### src/rtl/lwa_pkg.sv
package lwa_pkg;
  // Command code that marks an idle/sync byte time
  localparam int unsigned SYNC_CODE = 0;

  // Bit offset of lane idx inside a word of lanes, each bw bits wide
  function automatic int unsigned lane_lsb(input int unsigned idx, input int unsigned bw);
    return idx * bw;
  endfunction

  // Next state of a one-hot ring: shift left, inject when the lower stages are idle
  function automatic logic [3:0] ring_step4(input logic [3:0] r);
    return {r[2:0], ~|r[2:0]};
  endfunction
endpackage

### src/rtl/lwa_sequencer.sv
module lwa_sequencer #(
  parameter int unsigned LANES = 4
) (
  input  logic             clk,
  input  logic             rst,
  input  logic             step,
  input  logic             realign,
  output logic [LANES-1:0] lane_sel,
  output logic             xfer
);
  logic [LANES-1:0] ring;
  logic [LANES-1:0] ring_nxt;
  logic             pend;

  // shift toward the top stage; a NOR of all but the last stage refills stage 0
  assign ring_nxt = {ring[LANES-2:0], ~|ring[LANES-2:0]};
  assign lane_sel = ring_nxt;
  assign xfer     = pend;

  always_ff @(posedge clk) begin
    if (rst) begin
      ring <= '0;
      pend <= 1'b0;
    end else begin
      if (realign)   ring <= '0;
      else if (step) ring <= ring_nxt;
      pend <= step & ~realign & ring_nxt[LANES-1];
    end
  end


  ring_onehot_chk: assert property (@(posedge clk) disable iff (rst) $onehot0(ring));

  realign_park_chk: assert property (@(posedge clk) disable iff (rst) realign |=> (ring == '0));

  idle_hold_chk: assert property (@(posedge clk) disable iff (rst) (!step && !realign) |=> $stable(ring));

  pend_single_chk: assert property (@(posedge clk) disable iff (rst) pend |=> !pend);
endmodule

### src/rtl/lwa_capture_bank.sv
module lwa_capture_bank #(
  parameter int unsigned LANES = 4,
  parameter int unsigned BW    = 8
) (
  input  logic                clk,
  input  logic                rst,
  input  logic                load,
  input  logic [LANES-1:0]    sel,
  input  logic [BW-1:0]       din,
  output logic [LANES*BW-1:0] cap
);
  for (genvar g = 0; g < LANES; g++) begin : g_lane
    localparam int unsigned LSB = lwa_pkg::lane_lsb(g, BW);
    always_ff @(posedge clk) begin
      if (rst)                cap[LSB +: BW] <= '0;
      else if (load && sel[g]) cap[LSB +: BW] <= din;
    end
  end


  no_load_hold_chk: assert property (@(posedge clk) disable iff (rst) !load |=> $stable(cap));
endmodule

### src/rtl/lwa_output_bank.sv
module lwa_output_bank #(
  parameter int unsigned W = 32
) (
  input  logic         clk,
  input  logic         rst,
  input  logic         xfer,
  input  logic [W-1:0] cap,
  output logic [W-1:0] word_out,
  output logic         word_valid
);
  always_ff @(posedge clk) begin
    if (rst) begin
      word_out   <= '0;
      word_valid <= 1'b0;
    end else begin
      word_valid <= xfer;
      if (xfer) word_out <= cap;
    end
  end


  out_hold_chk: assert property (@(posedge clk) disable iff (rst) !xfer |=> $stable(word_out));
endmodule

### src/rtl/link_word_assembler.sv
module link_word_assembler #(
  parameter int unsigned BYTE_W = 8,
  parameter int unsigned LANES  = 4,
  parameter int unsigned CMD_W  = 4
) (
  input  logic                    clk,
  input  logic                    rst,
  input  logic [BYTE_W-1:0]       data_in,
  input  logic                    data_stb,
  input  logic [CMD_W-1:0]        cmd_in,
  input  logic                    cmd_stb,
  output logic [LANES*BYTE_W-1:0] word_out,
  output logic                    word_valid
);
  localparam int unsigned WORD_W = LANES * BYTE_W;

  logic             step;
  logic             realign;
  logic             load;
  logic             xfer;
  logic [LANES-1:0] lane_sel;
  logic [WORD_W-1:0] cap;

  assign step    = data_stb | cmd_stb;
  assign realign = cmd_stb & (cmd_in == CMD_W'(lwa_pkg::SYNC_CODE));
  assign load    = data_stb & ~realign;

  lwa_sequencer #(.LANES(LANES)) u_seq (
    .clk(clk), .rst(rst), .step(step), .realign(realign),
    .lane_sel(lane_sel), .xfer(xfer)
  );

  lwa_capture_bank #(.LANES(LANES), .BW(BYTE_W)) u_cap (
    .clk(clk), .rst(rst), .load(load), .sel(lane_sel), .din(data_in), .cap(cap)
  );

  lwa_output_bank #(.W(WORD_W)) u_out (
    .clk(clk), .rst(rst), .xfer(xfer), .cap(cap),
    .word_out(word_out), .word_valid(word_valid)
  );


  valid_pulse_chk: assert property (@(posedge clk) disable iff (rst) word_valid |=> !word_valid);

  valid_cause_chk: assert property (@(posedge clk) disable iff (rst) $rose(word_valid) |-> $past(xfer));

  sync_blocks_load_chk: assert property (@(posedge clk) disable iff (rst) realign |-> !load);
endmodule

### config.mk
export PLATFORM = sky130hd
export DESIGN_NAME = link_word_assembler
export DESIGN_NICKNAME = d
export VERILOG_FILES = /design/src/rtl/lwa_pkg.sv /design/src/rtl/lwa_sequencer.sv /design/src/rtl/lwa_capture_bank.sv /design/src/rtl/lwa_output_bank.sv /design/src/rtl/link_word_assembler.sv
export SDC_FILE = /design/constraint.sdc
export NUM_CORES = 1
export LEC_CHECK = 0
export ABC_CLOCK_PERIOD_IN_PS = 1700
export CELL_PAD_IN_SITES_DETAIL_PLACEMENT = 0
export CELL_PAD_IN_SITES_GLOBAL_PLACEMENT = 1
export CORE_AREA = 2 2 85 87
export DETAILED_ROUTE_END_ITERATION = 12
export DIE_AREA = 0 0 87 89
export PLACE_DENSITY_LB_ADDON = 0.1
export REMOVE_ABC_BUFFERS = 1
export SLEW_MARGIN = 20
export SYNTH_ARGS = -nofsm -noshare
export SYNTH_HDL_FRONTEND = slang
export SYNTH_SLANG_ARGS = --single-unit
### constraint.sdc
create_clock -name clk -period 1.7 [get_ports clk]
set_input_delay 0.17 -clock clk [delete_from_list [all_inputs] [get_ports clk]]
set_output_delay 0.17 -clock clk [all_outputs]
set_load 0.05 [all_outputs]
# Word-level counts from Yosys, hierarchy flattened
# Index checks and enable logic that the tools add are counted.
[word_totals]
ff_bits = 69
out_inout_bits = 33
in_bits = 16
elab_cells = 22
[classes]
n_bitwise = 6
reduce_logical = 8
[op_table]
columns = ["op", "count"]
rows = [
  ["$and 1x1->1", 4],
  ["$logic_and 1x1->1", 4],
  ["$logic_not 4->1", 1],
  ["$reduce_or 3->1", 1],
  ["$reduce_or 2->1", 1],
  ["$logic_not 1->1", 1],
  ["$not 1->1", 1],
  ["$or 1x1->1", 1],
]

# Logic depth before layout (Yosys ltp)
# Gate-level depths: netlist of run 1.
[depth]
word_depth = 5
ltp_mapped = 5
mapped_depth_nobuf = 3

# Cells and area by module
# From an unflattened synthesis of run 1, not the netlist that was laid out.
[unflattened]
cells_unflattened = 240
area_unflattened_um2 = 2670.1
[modules_own_cells]
columns = ["mod", "cells_each", "n_inst", "seq_area_each_um2", "area_each_um2"]
rows = [
  ["lwa_capture_bank", 116, 1, 640.6, 1285.0],
  ["lwa_output_bank", 106, 1, 660.6, 1202.4],
  ["lwa_sequencer", 14, 1, 80.1, 152.6],
  ["link_word_assembler", 4, 1, 0.0, 30.0],
]

# Least setup slack after synthesis of run 1
# No wires, ideal clock.
[synth_path]
path_type = "input -> register"
from = "input cmd_in[1]"
to = "register u_cap.cap[10]"
path_buffers = 1
required_time_ns = 1.628
stages = 4
setup_ns = 0.072
path_slack_ns = 0.290
arrival_time_ns = 1.339
cell_sequence = "or4_4 buf_6 o211ai_4 mux2i_1"
[synth_between]
elab_chain_cells = 5
[synth_lines]
columns = ["element", "line_no", "text"]
rows = [
  ["start: declaration", "link_word_assembler.sv:10", "input logic [CMD_W-1:0] cmd_in,"],
  ["$logic_not 4->1", "link_word_assembler.sv:25", "assign realign = cmd_stb & (cmd_in == CMD_W'(lwa_pkg::SYNC_CODE));"],
  ["$and 1x1->1", "link_word_assembler.sv:25", ""],
  ["$not 1->1", "link_word_assembler.sv:26", "assign load = data_stb & ~realign;"],
  ["$and 1x1->1", "link_word_assembler.sv:26", ""],
  ["$logic_and 1x1->1", "lwa_capture_bank.sv:16", "else if (load && sel[g]) cap[LSB +: BW] <= din;"],
  ["end signal: indexed assignment", "lwa_capture_bank.sv:16", ""],
  ["end: declaration", "lwa_capture_bank.sv:10", "output logic [LANES*BW-1:0] cap"],
]
# Every way passes these cells.
# A chain may end at the register's enable or synchronous reset.

# Worst setup path in the final report of run 1
[layout_path]
from = "register u_out.word_out[3]"
to = "output word_out[3]"
[layout_rtl]
columns = ["element", "line_no", "text"]
rows = [
  ["start: declaration", "lwa_output_bank.sv:8", "output logic [W-1:0] word_out,"],
  ["start signal: assignment", "lwa_output_bank.sv:17", "if (xfer) word_out <= cap;"],
  ["end: declaration", "link_word_assembler.sv:12", "output logic [LANES*BYTE_W-1:0] word_out,"],
]
# No word-level cell between the ends.

==> out/qor.yml, run 1 <==
routed_wl_um: 4946
hold_path_depth: 3
final_util_pct: 50.82
power.density_nw_per_um2: 911.4
seq_area_frac_synth_pct: 52.45
clk_latency_ps: 330
yosysTopAreaCellShare_pct: 52.45
setup_tns_ps: 0
vdd_drop_max_mv: 0.3899
synth_area_um2: 2634
relSlewSlack_pct: 66.41
vias: 1732
overflow: 0
ios: 49
drive_above_1_share_pct: 10.14
routed_via_density: 4.606
period_share_pct: 97.14
cts_buffer_depth: 2
setup_ws_ps: 48.59
tritoncts: "yes"
avgRoutedWirePerCell_um: 13.15
die_h_um: 89
grt_first_pass_wirelength_um: 8010
first_iter_violations: 105
cts_root_buffer: "clkbuf_8"
yosys_register_bits: 69
tightest_slew_ps: 502.2
grt_pass1_vias: 1671
dpl_worst_slack_ps: -229.6
arrival_ps: 1480
nNetsFinal: 308
gp_congestion: 0.7740
fin_crit_ps: 1651
yosys_warnings: 0
crit_family: "buffers and inverters"
cts_inserted_buffers: 9
layout.cells.most_common: "dfxtp_1"
reg2reg_to: "u_cap.cap[7]"
yosys.area.top_type: "dfxtp_1"
holdCritPathClass: "input port to register"
drtPass1Iterations: 4
grt_max_degree: 78
path_max_fanout: 2
required_ps: 1530
drc: 0
setup_viol: 0
antenna_cells: 0
area_delta_synth_final_pct: 29.64
ff2ff_setup_slack_ps: 380
p_leak_uw: 0.001380
r2r_start: "u_seq.ring[2]"
max-cap-violations: 0
synth.distinct_cells: 19
drtAntennaViolNets: 0
min-delay-start: "rst"
num_rows: 30
grt_usage_pct: 13.68
ctsHoldBuffers: 0
critPathKind: "register to primary output"
die-width_um: 87
status: "finished clean"
post_cts.repair.setup_buffers: 0
path_clk_slew_ps: 70
final.setup_skew_ps: 8.363
synth.area.top_cells: "dfxtp_1 52%, mux2i_1 25%, nand2b_1 9.5%"
critPathLaunchType: "register"
avgSynthCellArea_um2: 11.07
cp_cell_sequence: "clkdlybuf4s50_1"
drv_slew: 0
hold_ws_ps: 291.9
htreeDepth: 3
cts.sinks: 69
slowest_stage: "clkdlybuf4s50_1"
hold_viol: 0
core_region_area_um2: 6719
rsz0062_at_grt: "no"
initial_core_util_pct: 39.20
antenna_found_initial: 0
min_to: "u_out.word_out[25]"
slowest_delay_ps: 810
layout_common_cells: "68 x dfxtp_1, 66 x mux2i_1, 44 x clkdlybuf4s50_1, 40 x nand2b_1, 34 x nor2_1"
end_kind: "primary output"
total_power_uw: 3112
synthCells: 238
hpwl_um: 3133
fmax_mhz: 605.5
dieArea_um2: 7743
crit_buf_inv: 1
r2r_cells: 3
port_buffers: 48
[flip-flops by register name, indices dropped and copies added (netlist names)]
| name | flops |
|---|---|
| u_seq.ring | 3 |
| u_seq.xfer | 1 |
| u_out.word_valid | 1 |
| u_out.word_out | 32 |
| u_cap.cap | 32 |
[layout make-up]
class / count / area [um2]
Clock buffer: 14 / 172.7
Inverter: 1 / 3.754
Timing Repair Buffer: 58 / 578.1
Clock inverter: 1 / 5.005
Sequential cell: 69 / 1383
Tap cell: 80 / 100.1
Fill cell: 636 / 3304
Multi-Input combinational cell: 153 / 1172
[worst max-delay path by stage]
stage / cells past startpoint / to / slack [ps] / start
2_1_floorplan: 2 / u_out.word_out[0] / -10 / u_seq.xfer
3_3_place_gp: 4 / u_cap.cap[3] / -220 / cmd_in[1]
4_1_cts: 1 / word_out[5] / 6 / u_out.word_out[5]
5_1_grt: 1 / word_out[27] / 3 / u_out.word_out[27]
3_5_place_dp: 4 / u_cap.cap[6] / -230 / cmd_in[1]
6_report: 1 / word_out[3] / 50 / u_out.word_out[3]
[what timing repair did]
action / in CTS / in global routing
gates resized for setup: 0 / 2
endpoints found under the setup margin: 0 / 2
endpoints found under the hold margin: 0 / 0
[cells in the mapped netlist (all sizes together)]
master	number
a211oi	1
buf	6
clkbuf	9
dfxtp	69
inv	1
mux2i	66
nand2	1
nand2b	40
nor2	34
nor2b	1
nor3	3
nor4b	1
o211a	1
o211ai	3
or4	2
[kinds of logic after synthesis]
logic type	Yosys count	share of synthesized area (%)
multiplexers	66	25.08
AO/OA/AOI/OAI	5	3.088
flip-flops	69	52.45
AND/OR/NAND/NOR	82	16.34
buffers and inverters	16	3.040
[stage by stage]
| stage | instances | area, um2 |
|---|---|---|
| final | 376 | 3415 |
| after global routing | 376 | 3415 |
| after CTS | 376 | 3410 |
| after detailed placement | 361 | 3232 |
| after global placement | 361 | 3232 |
| after floorplan | 223 | 2557 |
[report_power, final]
group	switching (uW)	internal [uW]	leakage (uW)
clock network	561	641	0.0000926
registers	30.5	1660	0.000559
logic	105	118	0.000729
total	696	2420	0.00138
[layer usage]
metal	vias up	wire [um]	GRT usage [%]
li1	903	-	-
met1	785	2613	19.28
met2	36	2059	19.01
met3	8	180	3.139
met4	0	92	8.097
met5	-	0	0
Note: power is estimated with default switching activity, not from simulation.
==> run 2, diff against run 1 <==
SYNTH_HIERARCHICAL = 1   (was unset)
==> run 2 against run 1 <==
Cell count up 0.53%. Critical path depth is the same. Non-clock buffer count shrank 2. Setup slack worse by 3.1 ps. Sequential cell count unchanged. Global-route usage is 0.25 points higher. Largest cell class unchanged.
==> out/qor.yml, run 2 <==
status: "finished clean"  # unchanged
wl_met1_um: 2513  # was 2613 um
met2_length_um: 2255  # was 2059 um
yosysTopAreaCellShare_pct: 51.73  # was 52.45%
synth-adder-area-share_pct: 0  # unchanged
synth-compound-area-share_pct: 0.8903  # was 3.088%
synth-simple-area-share_pct: 17.81  # was 16.34%
routed_via_density: 4.638  # was 4.606
final.setup_skew_ps: 6.624  # was 8.363 ps
synth.most_common_cell: "dfxtp_1"  # unchanged
layout_common_cells: "68 x dfxtp_1, 66 x mux2i_1, 42 x nand2b_1, 41 x clkdlybuf4s50_1, 30 x nor2_1"  # was 68 x dfxtp_1, 66 x mux2i_1, 44 x clkdlybuf4s50_1, 40 x nand2b_1, 34 x nor2_1
overflow: 0  # unchanged
drtPass1Iterations: 4  # unchanged
layout.cells.most_common: "dfxtp_1"  # unchanged
core_region_area_um2: 6719  # unchanged
antenna_cells: 0  # unchanged
fin_crit_ps: 1655  # was 1651 ps
vdd_drop_max_mv: 0.6511  # was 0.3899 mV
synth_area_um2: 2670  # was 2634 um2
cts_buffer_depth: 2  # unchanged
synth_edf_count: 0  # unchanged
tritoncts: "yes"  # unchanged
path_max_fanout: 2  # unchanged
cts_inserted_buffers: 9  # unchanged
cp_cell_sequence: "clkdlybuf4s50_1"  # unchanged
vias: 1753  # was 1732
nNetsFinal: 309  # was 308
synth_ff_type: "dfxtp_1"  # unchanged
setup_viol: 0  # unchanged
seq_area_frac_synth_pct: 51.73  # was 52.45%
ios: 49  # unchanged
synthXorXnorAreaFrac_pct: 0  # unchanged
cts.sinks: 69  # unchanged
power_frac_comb_pct: 6.6  # was 7.2%
hpwl_um: 3214  # was 3133 um
gp_congestion: 0.6786  # was 0.7740
async_flop_share_pct: 0  # unchanged
initial_core_util_pct: 39.74  # was 39.20%
r2r_cells: 2  # was 3
min-delay-start: "rst"  # unchanged
path_clk_slew_ps: 80  # was 70 ps
die_h_um: 89  # unchanged
p_clk_share_pct: 43.8  # was 38.6%
end_kind: "primary output"  # unchanged
seq_power_share_pct: 49.6  # was 54.2%
reg2reg_to: "u_seq/ring[0]"  # was u_cap.cap[7]
crit_family: "buffers and inverters"  # unchanged
place_inst: 362  # was 361
avgRoutedWirePerCell_um: 13.24  # was 13.15 um
drive_above_1_share_pct: 11.74  # was 10.14%
dpl_worst_slack_ps: 3.133  # was -229.6 ps
cts_root_buffer: "clkbuf_8"  # unchanged
crit_end: "word_out[10]"  # was word_out[3]
clk_latency_ps: 330  # about the same
antenna_found_initial: 0  # unchanged
grt_pass1_vias: 1765  # was 1671
first_iter_violations: 65  # was 105
holdCritPathClass: "input port to register"  # unchanged
ctsHoldBuffers: 0  # unchanged
period_share_pct: 97.32  # was 97.14%
r2r_start: "u_seq/ring[0]"  # was u_seq.ring[2]
grt_usage_pct: 13.93  # was 13.68%
die-width_um: 87  # unchanged
dr_wl_met3_um: 190  # was 180 um
crit_cells: 1  # unchanged
fin_cells: 378  # was 376
max-cap-violations: 0  # unchanged
placed_area_um2: 3208  # was 3232 um2
p_leak_uw: 0.001411  # was 0.001380 uW
critPathLaunchType: "register"  # unchanged
slowest_stage: "clkdlybuf4s50_1"  # unchanged
synth_top_family_by_area: "multiplexers"  # unchanged
synthCells: 240  # was 238
hold_viol: 0  # unchanged
final_area_um2: 3441  # was 3415 um2
slowest_delay_ps: 810  # about the same
p_int_uw: 2643  # was 2416 uW
grt_first_pass_wirelength_um: 8328  # was 8010 um
power.density_nw_per_um2: 985.5  # was 911.4 nW/um2
drv_slew: 0  # unchanged
relSlewSlack_pct: 66.49  # was 66.41%
ff2ff_setup_slack_ps: 520  # was 380 ps
tightest_slew_ps: 501.1  # was 502.2 ps
yosys_warnings: 6  # was 0
synth.area.top_cells: "dfxtp_1 52%, mux2i_1 25%, nand2b_1 9.8%"  # was dfxtp_1 52%, mux2i_1 25%, nand2b_1 9.5%
highest_layer: "met4"  # unchanged
hold_ws_ps: 294.9  # was 291.9 ps
fmax_mhz: 604.4  # was 605.5 MHz
post_cts.repair.setup_buffers: 0  # unchanged
synth.distinct_cells: 20  # was 19
critPathKind: "register to primary output"  # unchanged
setup.worst_path.start: "u_out/word_out[10]"  # was u_out.word_out[3]
synth.area.mux_share_pct: 24.74  # was 25.08%
postCtsResizedCells: 0  # unchanged
p_sw_uw: 747.6  # was 696.3 uW
grt_max_degree: 78  # unchanged
required_ps: 1530  # about the same
port_buffers: 48  # unchanged
arrival_ps: 1480  # about the same
top_regs: "u_cap/cap (32), u_out/word_out (32), u_seq/ring (3)"  # was u_cap.cap (32), u_out.word_out (32), u_seq.ring (3)
dieArea_um2: 7743  # unchanged
yosys_register_bits: 69  # unchanged
switching_share_pct: 22.05  # was 22.37%
drc: 0  # unchanged
synth_common_cells: "69 x dfxtp_1, 66 x mux2i_1, 42 x nand2b_1"  # was 69 x dfxtp_1, 66 x mux2i_1, 40 x nand2b_1
htreeDepth: 3  # unchanged
crit_buf_inv: 1  # unchanged
area_delta_synth_final_pct: 28.87  # was 29.64%
avgSynthCellArea_um2: 11.13  # was 11.07 um2
setup_ws_ps: 45.48  # was 48.59 ps
yosys.area.top_type: "dfxtp_1"  # unchanged
num_rows: 30  # unchanged
routed_wl_um: 5006  # was 4946 um
rsz0062_at_grt: "no"  # unchanged
drtAntennaViolNets: 0  # unchanged
run 2: cell count changes after synthesis, sizes merged, moves of 2 or more:
| cell | change |
|---|---|
| nor2 | -2 |
| nand2b | +2 |
| or4 | -2 |
| clkbuf | -5 |
| nand2 | +4 |
| and2 | +2 |
| o211ai | -3 |
| buf | +4 |
run 2: cells by family after synthesis:
logic type / Yosys count
mux: 66
simple gates: 89
buf+inv: 14
flops: 69
compound gates: 2
run 2: per-layer routing:
layer	vias to the layer above	track usage (%)
li1	901	-
met4	0	5.540
met5	-	0
met2	33	21.65
met3	5	3.878
met1	814	18.41
run 2: worst min-delay path by stage:
stage                                     to  cells after the start
after floorplan                u_seq/ring[0]                      1
after global placement          u_cap/cap[2]                      2
after detailed placement       u_cap/cap[12]                      2
after CTS                  u_out/word_out[3]                      3
after global routing      u_out/word_out[17]                      3
final                      u_out/word_out[3]                      3
run 2: through the flow:
stage,power [uW],TNS (ps),utilization [%]
final,3391,0,51.21
after global routing,3527,0,51.21
after CTS,3435,0,51.10
after detailed placement,1947,0,47.75
after global placement,1947,0,47.75
after floorplan,1840,-436.8,-
run 2: layout make-up:
type,instances,area [um2]
flip-flops and latches,69,1383
well taps,80,100.1
repair buffers,56,573.1
multi-input cells,157,1160
clock buffers,11,141.4
fillers,602,3278
clock inverters,5,83.83
run 2: worst min-delay path, delay by kind of cell:
kind | cells | cell delay (ps)
AND/OR/NAND/NOR | 1 | 110
buffers and inverters | 2 | 310
run 2: power by group through the flow:
| stage | clock network (uW) | registers (uW) | logic, uW |
|---|---|---|---|
| after floorplan | 0 | 1720 | 118 |
| after global placement | 0 | 1720 | 226 |
| after detailed placement | 0 | 1720 | 227 |
| after CTS | 1520 | 1680 | 228 |
| after global routing | 1590 | 1690 | 245 |
| final | 1480 | 1680 | 224 |
